--- config.mk ---
export PLATFORM = sky130hd
export DESIGN_NAME = fsel_strap_ctrl
export DESIGN_NICKNAME = d
export VERILOG_FILES = /design/src/rtl/fsel_pkg.sv /design/src/rtl/fsel_strap_latch.sv /design/src/rtl/fsel_code_select.sv /design/src/rtl/fsel_div_decode.sv /design/src/rtl/fsel_strap_ctrl.sv
export SDC_FILE = /design/constraint.sdc
export NUM_CORES = 1
export LEC_CHECK = 0
export BUFFER_PORTS_ARGS = -buffer_cell sky130_fd_sc_hd__buf_2
export CORE_AREA = 2 2 40 42
export DETAILED_ROUTE_END_ITERATION = 10
export DIE_AREA = 0 0 42 44
export PLACE_DENSITY = 0.74
export SETUP_SLACK_MARGIN = 0.02
export SLEW_MARGIN = 10
export SYNTH_ARGS = -nofsm -noshare
export SYNTH_HDL_FRONTEND = slang
export SYNTH_SLANG_ARGS = --single-unit
--- constraint.sdc ---
create_clock -name clk -period 2.5 [get_ports clk]
set_clock_uncertainty 0.2 [all_clocks]
set_input_delay 0.5 -clock clk [delete_from_list [all_inputs] [get_ports clk]]
set_output_delay 0.5 -clock clk [all_outputs]
set_load 0.05 [all_outputs]
--- src/rtl/fsel_pkg.sv ---
package fsel_pkg;

    localparam int FS_W      = 5;
    localparam int CFG_W     = 8;
    localparam int DIV_W     = 2;
    localparam int NUM_CODES = 1 << FS_W;

    // Byte bit positions, decoded by the register path
    localparam int CFG_TRI_BIT = 0;
    localparam int CFG_SPR_BIT = 1;
    localparam int CFG_MSB_BIT = 2;
    localparam int CFG_SRC_BIT = 3;
    localparam int CFG_LO_TOP  = 7;
    localparam int CFG_LO_BOT  = 4;

    typedef enum logic [DIV_W-1:0] {
        DIV_BY2 = 2'd0,
        DIV_BY3 = 2'd1,
        DIV_BY4 = 2'd2
    } pci_div_e;

    typedef enum logic {
        SRC_STRAP = 1'b0,
        SRC_REG   = 1'b1
    } code_src_e;

    typedef struct packed {
        logic [FS_W-1:0] code;
        pci_div_e        div;
        logic            spread;
        logic            tristate;
    } fsel_out_t;

    function automatic logic [FS_W-1:0] reg_code(input logic [CFG_W-1:0] cfg);
        return {cfg[CFG_MSB_BIT], cfg[CFG_LO_TOP:CFG_LO_BOT]};
    endfunction

    function automatic pci_div_e code_to_div(input logic [FS_W-1:0] code,
                                             input int div3_first,
                                             input int div4_first);
        pci_div_e r;
        if (int'(code) >= div4_first)      r = DIV_BY4;
        else if (int'(code) >= div3_first) r = DIV_BY3;
        else                               r = DIV_BY2;
        return r;
    endfunction

endpackage

--- src/rtl/fsel_strap_latch.sv ---
module fsel_strap_latch
    import fsel_pkg::*;
(
    input  logic            clk,
    input  logic            rst,
    input  logic            por_done_i,
    input  logic [FS_W-1:0] strap_i,
    output logic [FS_W-1:0] latch_o,
    output logic            captured_o
);

    logic [FS_W-1:0] latch_q;
    logic            cap_q;

    always_ff @(posedge clk) begin
        if (rst) begin
            latch_q <= '0;
            cap_q   <= 1'b0;
        end else if (por_done_i && !cap_q) begin
            latch_q <= strap_i;
            cap_q   <= 1'b1;
        end
    end

    assign latch_o    = latch_q;
    assign captured_o = cap_q;

    AST_CAPTURE_VALUE: assert property (@(posedge clk) disable iff (rst)
        (por_done_i && !cap_q) |=> (latch_q == $past(strap_i)) && cap_q);

    AST_CAPTURE_ONCE: assert property (@(posedge clk) disable iff (rst)
        cap_q |=> $stable(latch_q) && cap_q);

endmodule

--- src/rtl/fsel_code_select.sv ---
module fsel_code_select
    import fsel_pkg::*;
(
    input  logic [FS_W-1:0]  strap_code_i,
    input  logic [CFG_W-1:0] cfg_i,
    output logic [FS_W-1:0]  code_o
);

    code_src_e src;

    always_comb begin
        src    = code_src_e'(cfg_i[CFG_SRC_BIT]);
        code_o = (src == SRC_REG) ? reg_code(cfg_i) : strap_code_i;
    end

endmodule

--- src/rtl/fsel_div_decode.sv ---
module fsel_div_decode
    import fsel_pkg::*;
#(
    parameter int DIV3_FIRST = 16,
    parameter int DIV4_FIRST = 30
) (
    input  logic [FS_W-1:0] code_i,
    output pci_div_e        div_o
);

    always_comb begin
        div_o = code_to_div(code_i, DIV3_FIRST, DIV4_FIRST);
    end

    initial begin
        assert (DIV3_FIRST < DIV4_FIRST && DIV4_FIRST <= NUM_CODES)
            else $error("divide thresholds out of order");
    end

endmodule

--- src/rtl/fsel_strap_ctrl.sv ---
module fsel_strap_ctrl
    import fsel_pkg::*;
#(
    parameter int DIV3_FIRST = 16,
    parameter int DIV4_FIRST = 30
) (
    input  logic             clk,
    input  logic             rst,
    input  logic             por_done_i,
    input  logic [FS_W-1:0]  strap_i,
    input  logic [CFG_W-1:0] cfg_byte_i,
    output logic [FS_W-1:0]  fcode_o,
    output logic [DIV_W-1:0] pci_div_o,
    output logic             pad_oe_o,
    output logic [FS_W-1:0]  strap_rb_o,
    output logic             spread_en_o,
    output logic             tristate_o
);

    logic [FS_W-1:0] latch_w;
    logic            captured_w;
    logic [FS_W-1:0] sel_code_w;
    pci_div_e        div_w;
    fsel_out_t       out_d;
    fsel_out_t       out_q;
    logic            oe_q;

    fsel_strap_latch u_latch (
        .clk        (clk),
        .rst        (rst),
        .por_done_i (por_done_i),
        .strap_i    (strap_i),
        .latch_o    (latch_w),
        .captured_o (captured_w)
    );

    fsel_code_select u_sel (
        .strap_code_i (latch_w),
        .cfg_i        (cfg_byte_i),
        .code_o       (sel_code_w)
    );

    fsel_div_decode #(
        .DIV3_FIRST (DIV3_FIRST),
        .DIV4_FIRST (DIV4_FIRST)
    ) u_div (
        .code_i (sel_code_w),
        .div_o  (div_w)
    );

    always_comb begin
        out_d.code     = sel_code_w;
        out_d.div      = div_w;
        out_d.spread   = cfg_byte_i[CFG_SPR_BIT];
        out_d.tristate = cfg_byte_i[CFG_TRI_BIT];
    end

    always_ff @(posedge clk) begin
        if (rst) begin
            out_q <= '{code: '0, div: DIV_BY2, spread: 1'b0, tristate: 1'b0};
            oe_q  <= 1'b0;
        end else begin
            out_q <= out_d;
            oe_q  <= captured_w;
        end
    end

    assign fcode_o     = out_q.code;
    assign pci_div_o   = out_q.div;
    assign spread_en_o = out_q.spread;
    assign tristate_o  = out_q.tristate;
    assign pad_oe_o    = oe_q;
    assign strap_rb_o  = ~latch_w;

    AST_OE_AFTER_CAPTURE: assert property (@(posedge clk) disable iff (rst)
        $rose(pad_oe_o) |-> $past(captured_w));

    AST_OE_STAYS: assert property (@(posedge clk) disable iff (rst)
        pad_oe_o |=> pad_oe_o);

    AST_REG_SOURCE: assert property (@(posedge clk) disable iff (rst)
        (cfg_byte_i[CFG_SRC_BIT]) |=>
            fcode_o == $past({cfg_byte_i[CFG_MSB_BIT], cfg_byte_i[CFG_LO_TOP:CFG_LO_BOT]}));

    AST_DIV_BY4_RANGE: assert property (@(posedge clk) disable iff (rst)
        (int'(fcode_o) >= DIV4_FIRST) |-> pci_div_o == DIV_BY4);

    AST_DIV_BY2_RANGE: assert property (@(posedge clk) disable iff (rst)
        (int'(fcode_o) < DIV3_FIRST) |-> pci_div_o == DIV_BY2);

    AST_SPREAD_FOLLOW: assert property (@(posedge clk) disable iff (rst)
        1'b1 |=> spread_en_o == $past(cfg_byte_i[CFG_SPR_BIT]));

    AST_TRI_FOLLOW: assert property (@(posedge clk) disable iff (rst)
        1'b1 |=> tristate_o == $past(cfg_byte_i[CFG_TRI_BIT]));

endmodule

==> metrics.md <==
| Metric | Value |
|---|---|
| DR pass1 iterations | `4` |
| Final setup vio count | `0` |
| Total track usage | `14.0%` |
| Worst Path Arrival | `0.96 ns` |
| Max Buffers Root-to-Sink | `2` |
| Core Util, Final | `52.5%` |
| Crit path kind | `register to primary output` |
| Max Freq | `0.603 GHz` |
| Synth Instances | `56` |
| Buffers on Ports | `30` |
| CP Capture Type | `primary output` |
| GP Congestion | `0.725` |
| Total Die Area | `0.00185 sq mm` |
| Number of core rows | `14` |
| Die width | `42 um` |
| Post-route setup slack | `0.841 ns` |
| Max VDD drop | `0.000313 V` |
| Setup crit start kind | `register` |
| Core area | `0.00142 sq mm` |
| Tcrit/Tclk final | `66.4%` |
| Vias per cell | `4.45` |
| Synthesized cell area | `572 sq um` |
| Post-route design area | `744 sq um` |
| Fin Setup TNS | `0 ns` |
| CTS Sinks | `16` |
| H-tree levels | `1` |
| Most common cell after layout, fill and taps aside | `buf_2` |
| TritonCTS Buffers | `3` |
| Register Area | `320 sq um` |
| Syn nets | `72` |
| Initial antenna violation count | `0` |
| Sequential fraction of the synthesis area | `56.0%` |
| Static Leak | `0.373 nW` |
| Multi-input logic area | `213 sq um` |
| Worst min path class | `primary input to register` |
| Syn_area_per_cell | `10.2 sq um` |
| Area grow syn2layout | `30.2%` |
| Global-route wire length before repair | `1840 um` |
| Clock Latency Late Sink | `0.27 ns` |
| Diode count | `0` |
| I/O pin count | `31` |
| Clk pin slew, worst setup/hold paths | `0.08 ns` |
| Status | `complete, no violations` |
| Pins Over Slew Limit | `0` |
| Yosys cell types | `15` |
| Worst slack at placement | `0.776 ns` |
| Vias in the first global route | `443` |
| Initial core utilization | `40.3%` |
| DP HPWL | `852 um` |
| PD cells | `678 mW/mm^2` |
| Final hold vios | `0` |
| WL/cell | `10.4 um` |
| Antenna Nets Post-Route | `0` |
| Max-cap violations | `0` |
| Least-Margin Pin Slew | `0.569 ns` |
| Hold_buf cts | `0` |
| Grt ovf | `0` |
| Pin count of the biggest net entering global routing | `16` |
| Yosys reg bits | `16` |
| Yosys warns | `0` |
| RSZ-0062 raised after global routing | `false` |
| Post-CTS Resized | `0` |
| Fill cell count | `128` |
| Slew headroom | `62.0%` |
| Most frequent cells in the layout | `buf_2, dfxtp_1, nor2_1, mux2i_1, inv_1` |
| Fraction of layout cells with a size suffix above 1 | `41.9%` |
| Crit Path Max Fanout | `3` |
| Via count | `454` |
| Die Y | `44 um` |
| Fin crit period | `1.66 ns` |
| Initial detailed-routing violation count | `6` |
| Nets@finish | `104` |
| CTS tree | `built` |
| Post-DP Area | `722 sq um` |
| Number of setup buffers added after CTS | `0` |
| Worst Path Required | `1.80 ns` |
| Remaining DRCs | `0` |
| Clk root buf | `clkbuf_4` |
| DRT Wirelength | `1060 um` |
==> where the power goes <==
group | switching, mW | internal (mW) | leakage, nW
clock | 0.0715 | 0.0557 | 0.0138
combinational | 0.0710 | 0.0312 | 0.227
sequential | 0.00645 | 0.269 | 0.132
total | 0.149 | 0.356 | 0.373
==> final cells by class <==
cell class              instances  area share (%)
multi-input cells              32            28.6
repair buffers                 30            20.2
flip-flops and latches         16            43.0
inverters                       5            2.52
clock buffers                   3            3.03
well taps                      16            2.69
==> worst max-delay path, stage by stage, from the launching register on <==
cell,delay (ns)
dfxtp_1,0.42
inv_1,0.06
buf_2,0.21
==> sequential cells by signal, summed over array words and instances (netlist names) <==
signal / cells
fcode_o: 5
u_latch.captured_o: 1
pad_oe_o: 1
tristate_o: 1
pci_div_o: 2
u_latch.latch_o: 5
spread_en_o: 1
==> through the flow <==
step / total power [mW] / cells / hold slack (ns)
floorplan: 0.356 / 56 / 0.252
finish: 0.505 / 102 / 0.227
CTS: 0.510 / 102 / 0.220
detailed placement: 0.384 / 99 / 0.277
global placement: 0.382 / 99 / 0.263
global route: 0.533 / 102 / 0.245
==> path summary, 6_finish.rpt <==
path	slack [ns]	start	cells after the start	end
min	0.23	cfg_byte_i[0]	2	tristate_o$_SDFF_PP0_
max	0.84	u_latch.latch_o[1]$_SDFFE_PP0P_	2	strap_rb_o[1]
min reg2reg	0.29	u_latch.captured_o$_SDFFE_PP0P_	1	pad_oe_o$_SDFF_PP0_
max reg2reg	1.07	u_latch.latch_o[3]$_SDFFE_PP0P_	3	pci_div_o[0]$_SDFF_PP0_
==> synth_stat cells, drive strengths merged <==
| cell | instances | area share [%] |
|---|---|---|
| dfxtp | 16 | 56 |
| nor2 | 11 | 7.2 |
| mux2i | 9 | 16 |
| inv | 5 | 3.3 |
| nor2b | 4 | 4.4 |
| a21oi | 2 | 1.8 |
| buf | 2 | 2.8 |
| and3 | 1 | 1.1 |
| clkbuf | 1 | 0.66 |
| nand2 | 1 | 0.66 |
| nand2b | 1 | 2.4 |
| nand3 | 1 | 0.87 |
| or2 | 1 | 1.1 |
| or4 | 1 | 2.0 |
==> per-layer routing <==
| layer | track usage [%] | wire [um] | vias to the layer above |
|---|---|---|---|
| met5 | 0 | 0 | - |
| met4 | 11.6 | 17 | 0 |
| met3 | 3.75 | 55 | 2 |
| met2 | 21.9 | 477 | 16 |
| met1 | 16.0 | 506 | 199 |
| li1 | - | - | 237 |
==> cell families (layout without fill, tap and decap cells) <==
| kind of cell | after synthesis | in the layout | share of synthesized area, % |
|---|---|---|---|
| compound gates | 2 | 2 | 1.75 |
| mux | 9 | 9 | 15.8 |
| flops | 16 | 16 | 56.0 |
| buf+inv | 8 | 38 | 6.78 |
| simple gates | 21 | 21 | 19.7 |
(Power assumes the default switching activity.)
